$ cat src/rtl/regstack_pkg.sv
// Shared types of the register stack cache.
package regstack_pkg;
    // Controller phase: idle, spilling to memory, or filling from memory.
    typedef enum logic [1:0] {
        ST_IDLE  = 2'd0,
        ST_SPILL = 2'd1,
        ST_FILL  = 2'd2
    } rs_state_e;
endpackage

$ cat src/rtl/regstack_file.sv
// Circular register storage: one user write port, one fill write port, and
// two combinational read ports (user read and spill source).
// Assumes the controller never lets a user write and a fill write coincide.
module regstack_file #(
    parameter int AW = 7,
    parameter int DW = 32
) (
    input  logic          clk,
    input  logic          rst_n,
    input  logic          a_we,
    input  logic [AW-1:0] a_idx,
    input  logic [DW-1:0] a_data,
    input  logic          b_we,
    input  logic [AW-1:0] b_idx,
    input  logic [DW-1:0] b_data,
    input  logic [AW-1:0] r0_idx,
    output logic [DW-1:0] r0_data,
    input  logic [AW-1:0] r1_idx,
    output logic [DW-1:0] r1_data
);
    localparam int DEPTH = 1 << AW;

    logic [DW-1:0] store [DEPTH];

    // Write one word per cycle; a fill takes precedence.
    always_ff @(posedge clk) begin
        if (b_we)
            store[b_idx] <= b_data;
        else if (a_we)
            store[a_idx] <= a_data;
    end

    // Read both ports combinationally.
    assign r0_data = store[r0_idx];
    assign r1_data = store[r1_idx];

    // user writes are blocked while a fill is writing.
    a_r9_no_port_clash: assert property (@(posedge clk) disable iff (!rst_n)
        !(a_we && b_we));
endmodule

$ cat src/rtl/regstack_ctrl.sv
// Pointer and sequencing logic for the register stack cache. Holds the top
// and resident-bottom pointers (one wrap bit wider than the file index) and
// the memory stack pointer in words. Computes exact spill and fill counts
// and moves one word per memory acknowledge.
// Assumes the file depth is a power of two.
module regstack_ctrl
    import regstack_pkg::*;
#(
    parameter int AW  = 7,
    parameter int MAW = 16
) (
    input  logic           clk,
    input  logic           rst_n,
    input  logic           alloc_valid,
    input  logic [AW:0]    alloc_size,
    input  logic           rel_valid,
    input  logic [AW:0]    rel_size,
    input  logic [AW:0]    rel_keep,
    input  logic           mem_ack,
    output logic           busy_o,
    output logic           err_o,
    output logic [AW:0]    resident_o,
    output logic [AW-1:0]  top_idx_o,
    output logic [AW-1:0]  bot_idx_o,
    output logic           fill_we_o,
    output logic [AW-1:0]  fill_idx_o,
    output logic           mem_req_o,
    output logic           mem_we_o,
    output logic [MAW-1:0] mem_addr_o
);
    localparam int PW    = AW + 1;
    localparam int DEPTH = 1 << AW;
    localparam logic [PW-1:0] DEPTH_P = PW'(DEPTH);
    localparam logic [PW:0]   DEPTH_S = (PW+1)'(DEPTH);

    rs_state_e      state;
    logic [PW-1:0]  tp, bp, cnt, pend;
    logic [MAW-1:0] msp;

    logic [PW-1:0]  resident, rn_c;
    logic [PW:0]    sum;
    logic [MAW-1:0] depth_w, newd;
    logic           alloc_bad, alloc_over, rel_bad, rel_all;

    // Decode occupancy, overflow and release checks from the current state.
    always_comb begin
        resident   = tp - bp;
        depth_w    = msp + MAW'(resident);
        sum        = {1'b0, resident} + {1'b0, alloc_size};
        alloc_bad  = alloc_size > DEPTH_P;
        alloc_over = sum > DEPTH_S;
        newd       = depth_w - MAW'(rel_size);
        rel_bad    = (MAW'(rel_size) > depth_w) || (rel_keep > DEPTH_P)
                     || (MAW'(rel_keep) > newd);
        rel_all    = rel_size >= resident;
        rn_c       = rel_all ? '0 : resident - rel_size;
    end

    // Accept requests when idle and step one word per acknowledge otherwise.
    always_ff @(posedge clk) begin
        if (!rst_n) begin
            state <= ST_IDLE;
            tp    <= '0;
            bp    <= '0;
            msp   <= '0;
            cnt   <= '0;
            pend  <= '0;
            err_o <= 1'b0;
        end else begin
            err_o <= 1'b0;
            unique case (state)
                ST_IDLE: begin
                    if (alloc_valid) begin
                        if (alloc_bad) begin
                            err_o <= 1'b1;
                        end else if (alloc_over) begin
                            cnt   <= PW'(sum - DEPTH_S);
                            pend  <= alloc_size;
                            state <= ST_SPILL;
                        end else begin
                            tp <= tp + alloc_size;
                        end
                    end else if (rel_valid) begin
                        if (rel_bad) begin
                            err_o <= 1'b1;
                        end else begin
                            tp <= tp - rel_size;
                            if (rel_all) begin
                                bp  <= tp - rel_size;
                                msp <= newd;
                            end
                            if (rel_keep > rn_c) begin
                                cnt   <= rel_keep - rn_c;
                                state <= ST_FILL;
                            end
                        end
                    end
                end
                ST_SPILL: begin
                    if (mem_ack) begin
                        bp  <= bp + 1'b1;
                        msp <= msp + 1'b1;
                        cnt <= cnt - 1'b1;
                        if (cnt == PW'(1)) begin
                            tp    <= tp + pend;
                            state <= ST_IDLE;
                        end
                    end
                end
                ST_FILL: begin
                    if (mem_ack) begin
                        bp  <= bp - 1'b1;
                        msp <= msp - 1'b1;
                        cnt <= cnt - 1'b1;
                        if (cnt == PW'(1))
                            state <= ST_IDLE;
                    end
                end
                default: state <= ST_IDLE;
            endcase
        end
    end

    // Drive the memory side and the indices the storage needs.
    assign busy_o     = state != ST_IDLE;
    assign mem_req_o  = state != ST_IDLE;
    assign mem_we_o   = state == ST_SPILL;
    assign mem_addr_o = (state == ST_FILL) ? msp - 1'b1 : msp;
    assign fill_we_o  = (state == ST_FILL) && mem_ack;
    assign fill_idx_o = AW'(bp - 1'b1);
    assign top_idx_o  = tp[AW-1:0];
    assign bot_idx_o  = bp[AW-1:0];
    assign resident_o = resident;

    // occupancy never exceeds the file.
    a_r2_resident_bound: assert property (@(posedge clk) disable iff (!rst_n)
        resident_o <= DEPTH_P);
    // every acknowledged spill advances the memory pointer by one word.
    a_r3_spill_step: assert property (@(posedge clk) disable iff (!rst_n)
        (state == ST_SPILL && mem_ack) |=> mem_addr_o == $past(msp) + 1'b1 || state == ST_FILL);
    // every acknowledged fill moves the memory pointer back by one word.
    a_r6_fill_step: assert property (@(posedge clk) disable iff (!rst_n)
        (state == ST_FILL && mem_ack) |=> msp == $past(msp) - 1'b1);
    // a rejected request leaves every pointer where it was.
    a_r4_r8_err_hold: assert property (@(posedge clk) disable iff (!rst_n)
        err_o |-> (tp == $past(tp) && bp == $past(bp) && msp == $past(msp)));
    // an unacknowledged request stays up with a stable address.
    a_r12_hold_req: assert property (@(posedge clk) disable iff (!rst_n)
        (mem_req_o && !mem_ack) |=> (mem_req_o && $stable(mem_addr_o) && $stable(tp)));
    // a fill only ever starts from a release request.
    a_r5_fill_from_release: assert property (@(posedge clk) disable iff (!rst_n)
        $rose(state == ST_FILL) |-> $past(rel_valid && !alloc_valid));
endmodule

$ cat src/rtl/regstack_cache.sv
// Variable-window register stack cache top: 128-word circular file in front
// of a word-wide backing store. Register offsets count down from the top.
// Assumes the memory holds mem_rdata valid in the cycle mem_ack is high.
module regstack_cache #(
    parameter int AW  = 7,
    parameter int DW  = 32,
    parameter int MAW = 16
) (
    input  logic           clk,
    input  logic           rst_n,
    input  logic           alloc_valid,
    input  logic [AW:0]    alloc_size,
    input  logic           rel_valid,
    input  logic [AW:0]    rel_size,
    input  logic [AW:0]    rel_keep,
    output logic           busy,
    output logic           err,
    output logic [AW:0]    resident,
    input  logic [AW-1:0]  rd_off,
    output logic [DW-1:0]  rd_data,
    input  logic           wr_en,
    input  logic [AW-1:0]  wr_off,
    input  logic [DW-1:0]  wr_data,
    output logic           mem_req,
    output logic           mem_we,
    output logic [MAW-1:0] mem_addr,
    output logic [DW-1:0]  mem_wdata,
    input  logic [DW-1:0]  mem_rdata,
    input  logic           mem_ack
);
    logic [AW-1:0] top_idx, bot_idx, fill_idx, rd_idx, wr_idx;
    logic          fill_we, user_we;

    regstack_ctrl #(.AW(AW), .MAW(MAW)) i_ctrl (
        .clk        (clk),
        .rst_n      (rst_n),
        .alloc_valid(alloc_valid),
        .alloc_size (alloc_size),
        .rel_valid  (rel_valid),
        .rel_size   (rel_size),
        .rel_keep   (rel_keep),
        .mem_ack    (mem_ack),
        .busy_o     (busy),
        .err_o      (err),
        .resident_o (resident),
        .top_idx_o  (top_idx),
        .bot_idx_o  (bot_idx),
        .fill_we_o  (fill_we),
        .fill_idx_o (fill_idx),
        .mem_req_o  (mem_req),
        .mem_we_o   (mem_we),
        .mem_addr_o (mem_addr)
    );

    // Map window offsets to physical slots below the top, modulo the depth.
    always_comb begin
        rd_idx  = top_idx - AW'(1) - rd_off;
        wr_idx  = top_idx - AW'(1) - wr_off;
        user_we = wr_en && !busy;
    end

    regstack_file #(.AW(AW), .DW(DW)) i_file (
        .clk    (clk),
        .rst_n  (rst_n),
        .a_we   (user_we),
        .a_idx  (wr_idx),
        .a_data (wr_data),
        .b_we   (fill_we),
        .b_idx  (fill_idx),
        .b_data (mem_rdata),
        .r0_idx (rd_idx),
        .r0_data(rd_data),
        .r1_idx (bot_idx),
        .r1_data(mem_wdata)
    );
endmodule

$ cat config.mk
export PLATFORM = sky130hd
export DESIGN_NAME = regstack_cache
export DESIGN_NICKNAME = d
export VERILOG_FILES = /design/src/rtl/regstack_pkg.sv /design/src/rtl/regstack_file.sv /design/src/rtl/regstack_ctrl.sv /design/src/rtl/regstack_cache.sv
export SDC_FILE = /design/constraint.sdc
export NUM_CORES = 2
export LEC_CHECK = 0
export BUFFER_PORTS_ARGS = -buffer_cell sky130_fd_sc_hd__clkbuf_2
export CAP_MARGIN = 40
export CORE_MARGIN = 5
export CORE_UTILIZATION = 36
export DETAILED_ROUTE_END_ITERATION = 8
export GPL_ROUTABILITY_DRIVEN = 0
export PLACE_DENSITY = 0.47
export SLEW_MARGIN = 10
export SYNTH_ARGS = -nofsm -noshare
export SYNTH_HDL_FRONTEND = slang
export SYNTH_SLANG_ARGS = --single-unit
$ cat constraint.sdc
create_clock -name clk -period 10.7 [get_ports clk]
set_input_delay 2.14 -clock clk [delete_from_list [all_inputs] [get_ports clk]]
set_output_delay 2.14 -clock clk [all_outputs]
set_load 0.005 [all_outputs]
## After elaboration in Yosys (flattened, before gate mapping)

Memories as Yosys holds them, arrays and structs flattened. A register that Yosys moved wholly into a read port is not among the register bits.
Cells that the tools add are included.
Widths: inputs -> output; s select.

| cells by class | value |
|---|---|
| add/sub/neg operators | 18 |
| order comparisons | 7 |
| eq/ne operators | 18 |
| multiplexer cells | 55 |
| bitwise operators | 1 |
| reductions and logical operators | 18 |

Operator list:

| cell | number |
|---|---|
| $mux 8 | 21 |
| $mux 16 | 7 |
| $pmux 16 s3 | 1 |
| $gt 8x16->1 | 2 |
| $mux 32 | 1 |
| $pmux 8 s2 | 2 |
| $reduce_or 32->1 | 1 |
| $sub 8x8->8 | 4 |
| $reduce_and 7->1 | 4 |
| $pmux 8 s3 | 1 |
| $mux 7 | 3 |
| $add 16x1->16 const B | 1 |
| $add 16x8->16 | 1 |
| $add 8x8->8 | 2 |
| $gt 8x8->1 const B | 2 |
| $mux 2 | 8 |
| $sub 16x1->16 const B | 1 |
| $sub 16x8->16 | 1 |
| $sub 8x1->8 const B | 2 |
| $sub 7x7->7 | 2 |
| $ne 3x3->1 const B | 4 |
| $mux 1 | 10 |
| $ne 2x1->1 const B | 5 |
| $add 8x8->9 | 1 |
| 22 further kinds | 30 |

| word-level totals | value |
|---|---|
| register bits | 51 |
| RAM bits | 4096 |
| input port bits | 108 |
| output and inout bits | 92 |
| logic and storage cells | 125 |
| memories | 1 |

Memories:

| memory | words | width | read ports | clocked after memory_dff | wr ports | line | RTL |
|---|---|---|---|---|---|---|---|
| i_file.store | 128 | 32 | 2 | 1 | 1 | regstack_file.sv:23 | `logic [DW-1:0] store [DEPTH];` |

## Logic depth before layout (Yosys ltp)

| logic depth | value |
|---|---|
| depth in word-level cells | 11 |
| gate-level depth with buffers | 28 |
| depth with buffers taken out | 27 |

## Hierarchy

From an unflattened synthesis, not the netlist that was laid out.

| second synthesis, totals | value |
|---|---|
| cell total of the unflattened synthesis | 8822 |
| area total of the unflattened synthesis | 196398.4 um2 |

Modules (own cells, without submodules):

| module | times used | cells each | area each (um2) |
|---|---|---|---|
| regstack_file | 1 | 7690 | 187992.8 |
| regstack_ctrl | 1 | 1045 | 7724.9 |
| regstack_cache | 1 | 87 | 680.7 |

## Worst setup path before layout

Ideal clock, no wire load.

| timing path | value |
|---|---|
| path type | input-to-output |
| start | input rd_off[0] |
| end | output rd_data[31] |
| arrival time | 5.622 ns |
| setup slack | 2.938 ns |
| stages on the path | 14 |
| path buffers | 5 |
| cells stage by stage | ha_1 > inv_1 > fa_1 > clkbuf_1 > clkbuf_1 > buf_2 > buf_1 > clkbuf_1 > mux4_2 > mux4_2 > mux2i_1 > nand2_1 > o211ai_1 > o21ai_0 |

| between the ends | value |
|---|---|
| cells in the longest elaborated chain, start to end | 2 |

Ends and longest elaborated chain:

| what | line | RTL |
|---|---|---|
| from (decl) | regstack_cache.sv:19 | `input logic [AW-1:0] rd_off,` |
| $sub 7x7->7 | regstack_cache.sv:57 | `rd_idx = top_idx - AW'(1) - rd_off;` |
| $mem_v2 128x32 | -- |  |
| to (decl) | regstack_cache.sv:20 | `output logic [DW-1:0] rd_data,` |

No other way between the ends.

## Final worst setup path

| timing path | value |
|---|---|
| start | input rd_off[0] |
| end | output rd_data[22] |

The elaborated chain is that of the path after synthesis.

==> reports/metrics.csv <==
metric,value,unit
met1_usage,0.378,
synthCells,9072,
grt_max_degree,103,
seqCellArea,0.124,mm^2
grt_pass1_vias,112020,
ys_seq_area_frac,0.632,
detail_route.wirelength,750000,um
maxCapViolations,0,
slew_viol_final,0,
whs,463,ps
synth.cell_area,0.196,mm^2
crit_type,input port to output pin,
hold_path_class,register to register,
crit_family,buffers and inverters,
final_antenna_net_count,0,
clkTransAtPathRegs,60,ps
synth_area_leader_cell,edfxtp_1,
worstSkewPairLatency,1090,ps
fp-row-count,271,
synth_warnings,0,
placed_cell_area,0.212,mm^2
dr.pass1.iters,6,
areaGrowthSynthToFinish,15.9,%
cts_buffers,466,
postCtsSetupBuffers,0,
tightestPinTransition,966,ps
grt_pass1_wl,1010000,um
start_kind,input port,
routed_via_density,6.47,
hpwl,466000,um
final_nets,9832,
path_cells,clkbuf_2 > ha_4 > inv_1 > fa_4 > buf_12 > buf_12 > buf_4 > mux4_2 > mux4_2 > mux2i_1 > nand2_1 > o211ai_1 > o21ai_0 > buf_4 > clkbuf_2,
relSlewSlack,0.356,
synth_top_area_share,0.626,
synth_edf_count,4096,
cpPeakStageDelay,1170,ps
antenna_found_initial,86,
async_flop_share,0,
most-common-layout-cells,"edfxtp_1 (4096), mux4_2 (2624), clkbuf_16 (468)",
crit_required,8560,ps
hold_depth,2,
cts_resized,0,
rr_worst_depth,22,
synthTopCellsByArea,"edfxtp_1 (63%), mux4_2 (30%), clkbuf_1 (0.90%), ha_1 (0.65%), dfxtp_1 (0.59%)",
crit_fanout,19,
fmax,103,MHz
slowest_stage,fa_4,
die_w,749,um
p_total,69.9,mW
tns,0,ps
rsz0062_at_grt,no,
fp.dieH,749,um
numClockSinks,4154,
critPathCaptureType,output pin,
synth_area_per_cell,21.7,um^2
cts-root-buf,clkbuf_16,
hold_buffers,0,
design.portCount,200,
grtUsageMet3,0.0604,
finalInstanceArea,0.228,mm^2
multi_input_area,0.0707,mm^2
finalHoldViolCount,0,
crit_cells,15,
layout_commonest_cell,edfxtp_1,
grt_use_met2,0.403,
vias,111711,
clockBufferDepth,4,
grt-ovfl-total,0,
grt_use_total,0.264,
clock_skew,97.0,ps
setup_viol_count_final,0,
synth_fp_nets,9293,
fin_crit,9700,ps
fin_crit_sh,0.907,
status,finished clean,
core_area,0.544,mm^2
start_util,0.361,
drive_gt1_frac,0.435,
die-area,0.561,mm^2
cts_tree,built,
arrival,7560,ps
p_per_area,307,mW/mm^2
worst-path-buf-inv,7,
synth_ff_type,edfxtp_1,
post_drt_wl_per_cell,43.4,um
busiest_layer,met2,
io_buffers,199,
irDropWorstVdd,0.000453,V
drt_iter0_drc,16332,
ys_ff_latch,4154,
leakagePower,69.2,nW
drc_errors,0,
utilization,0.418,
cts-htree-levels,5,
n_fill_cell,46797,
synthDistinctLibCells,79,
-- sequential cells by signal (all words and copies together), names as in the netlist, named ones only --
signal,flops
i_ctrl.msp,16
i_ctrl.bp,8
i_ctrl.err_o,1
i_ctrl.pend,8
i_ctrl.cnt,8
i_ctrl.state,2
i_ctrl.tp,8
i_file.store,4096
-- through the flow --
stage               instances  worst slack [ps]
finish                  17269               999
global route            17248               831
CTS                     17214               940
detailed placement      16352               956
global placement        16237               777
floorplan                9072              2940
-- cell usage after synthesis (13+ instances only) --
cell type / instances
nor2b_1: 18
a21oi_1: 91
mux4_2: 2624
a21o_1: 28
dfxtp_1: 58
mux2_2: 98
xnor2_1: 78
nor2_1: 203
inv_1: 84
nand2_1: 295
a211oi_1: 18
clkbuf_1: 473
o21ai_0: 129
nand3_1: 41
mux2i_1: 88
buf_1: 216
edfxtp_1: 4096
ha_1: 102
o22ai_1: 13
nor3_1: 33
nand2b_1: 15
xor2_1: 27
o21bai_1: 14
o211ai_1: 54
-- metal layers --
metal	share of wire	routed length, um
met3	0.097	73000
met4	0.037	27700
met2	0.45	340000
met5	0.00025	184
met1	0.41	309000
-- tightest hold or removal path, stage by stage (launching register included) --
cell	delay, ps
dfxtp_1	320
inv_1	50
a21oi_1	50
-- cell families (layout without fill, tap and decap cells) --
family,after synthesis,after routing,share of synthesized area
AOI/OAI and AO/OA,449,449,0.0153
and+or+nand+nor,660,660,0.0144
muxes,2810,2810,0.311
adders and majority gates,113,113,0.00762
buffers and inverters,781,1714,0.0150
DFF,4154,4154,0.632
other,0,30,0
xor gates and xnor gates,105,105,0.00468
-- power breakdown --
group	total [mW]	internal [mW]	switching, mW
clock network	16.1	9.19	6.91
registers	19.9	19.5	0.452
logic	33.8	12.8	21.0
total	69.9	41.5	28.4
-- path summary, 6_finish.rpt --
path / from / slack (ps) / endpoint
worst max register to register: i_ctrl.bp[1] / 2460 / i_ctrl.msp[9]
worst max-delay path: rd_off[0] / 1000 / rd_data[22]
worst min-delay path: i_ctrl.pend[7] / 460 / i_ctrl.pend[7]
worst min register to register: i_ctrl.pend[7] / 460 / i_ctrl.pend[7]
-- layout make-up --
class                           count  share of cell area
Tap cell                         7234              0.0398
Antenna cell                       30            0.000330
Inverter                           85             0.00140
Sequential cell                  4154               0.546
Multi-Input combinational cell   4137               0.310
Clock inverter                    295              0.0132
Clock buffer                      567              0.0531
Timing Repair Buffer              767              0.0362
Note: power is estimated with default switching activity, not from simulation.
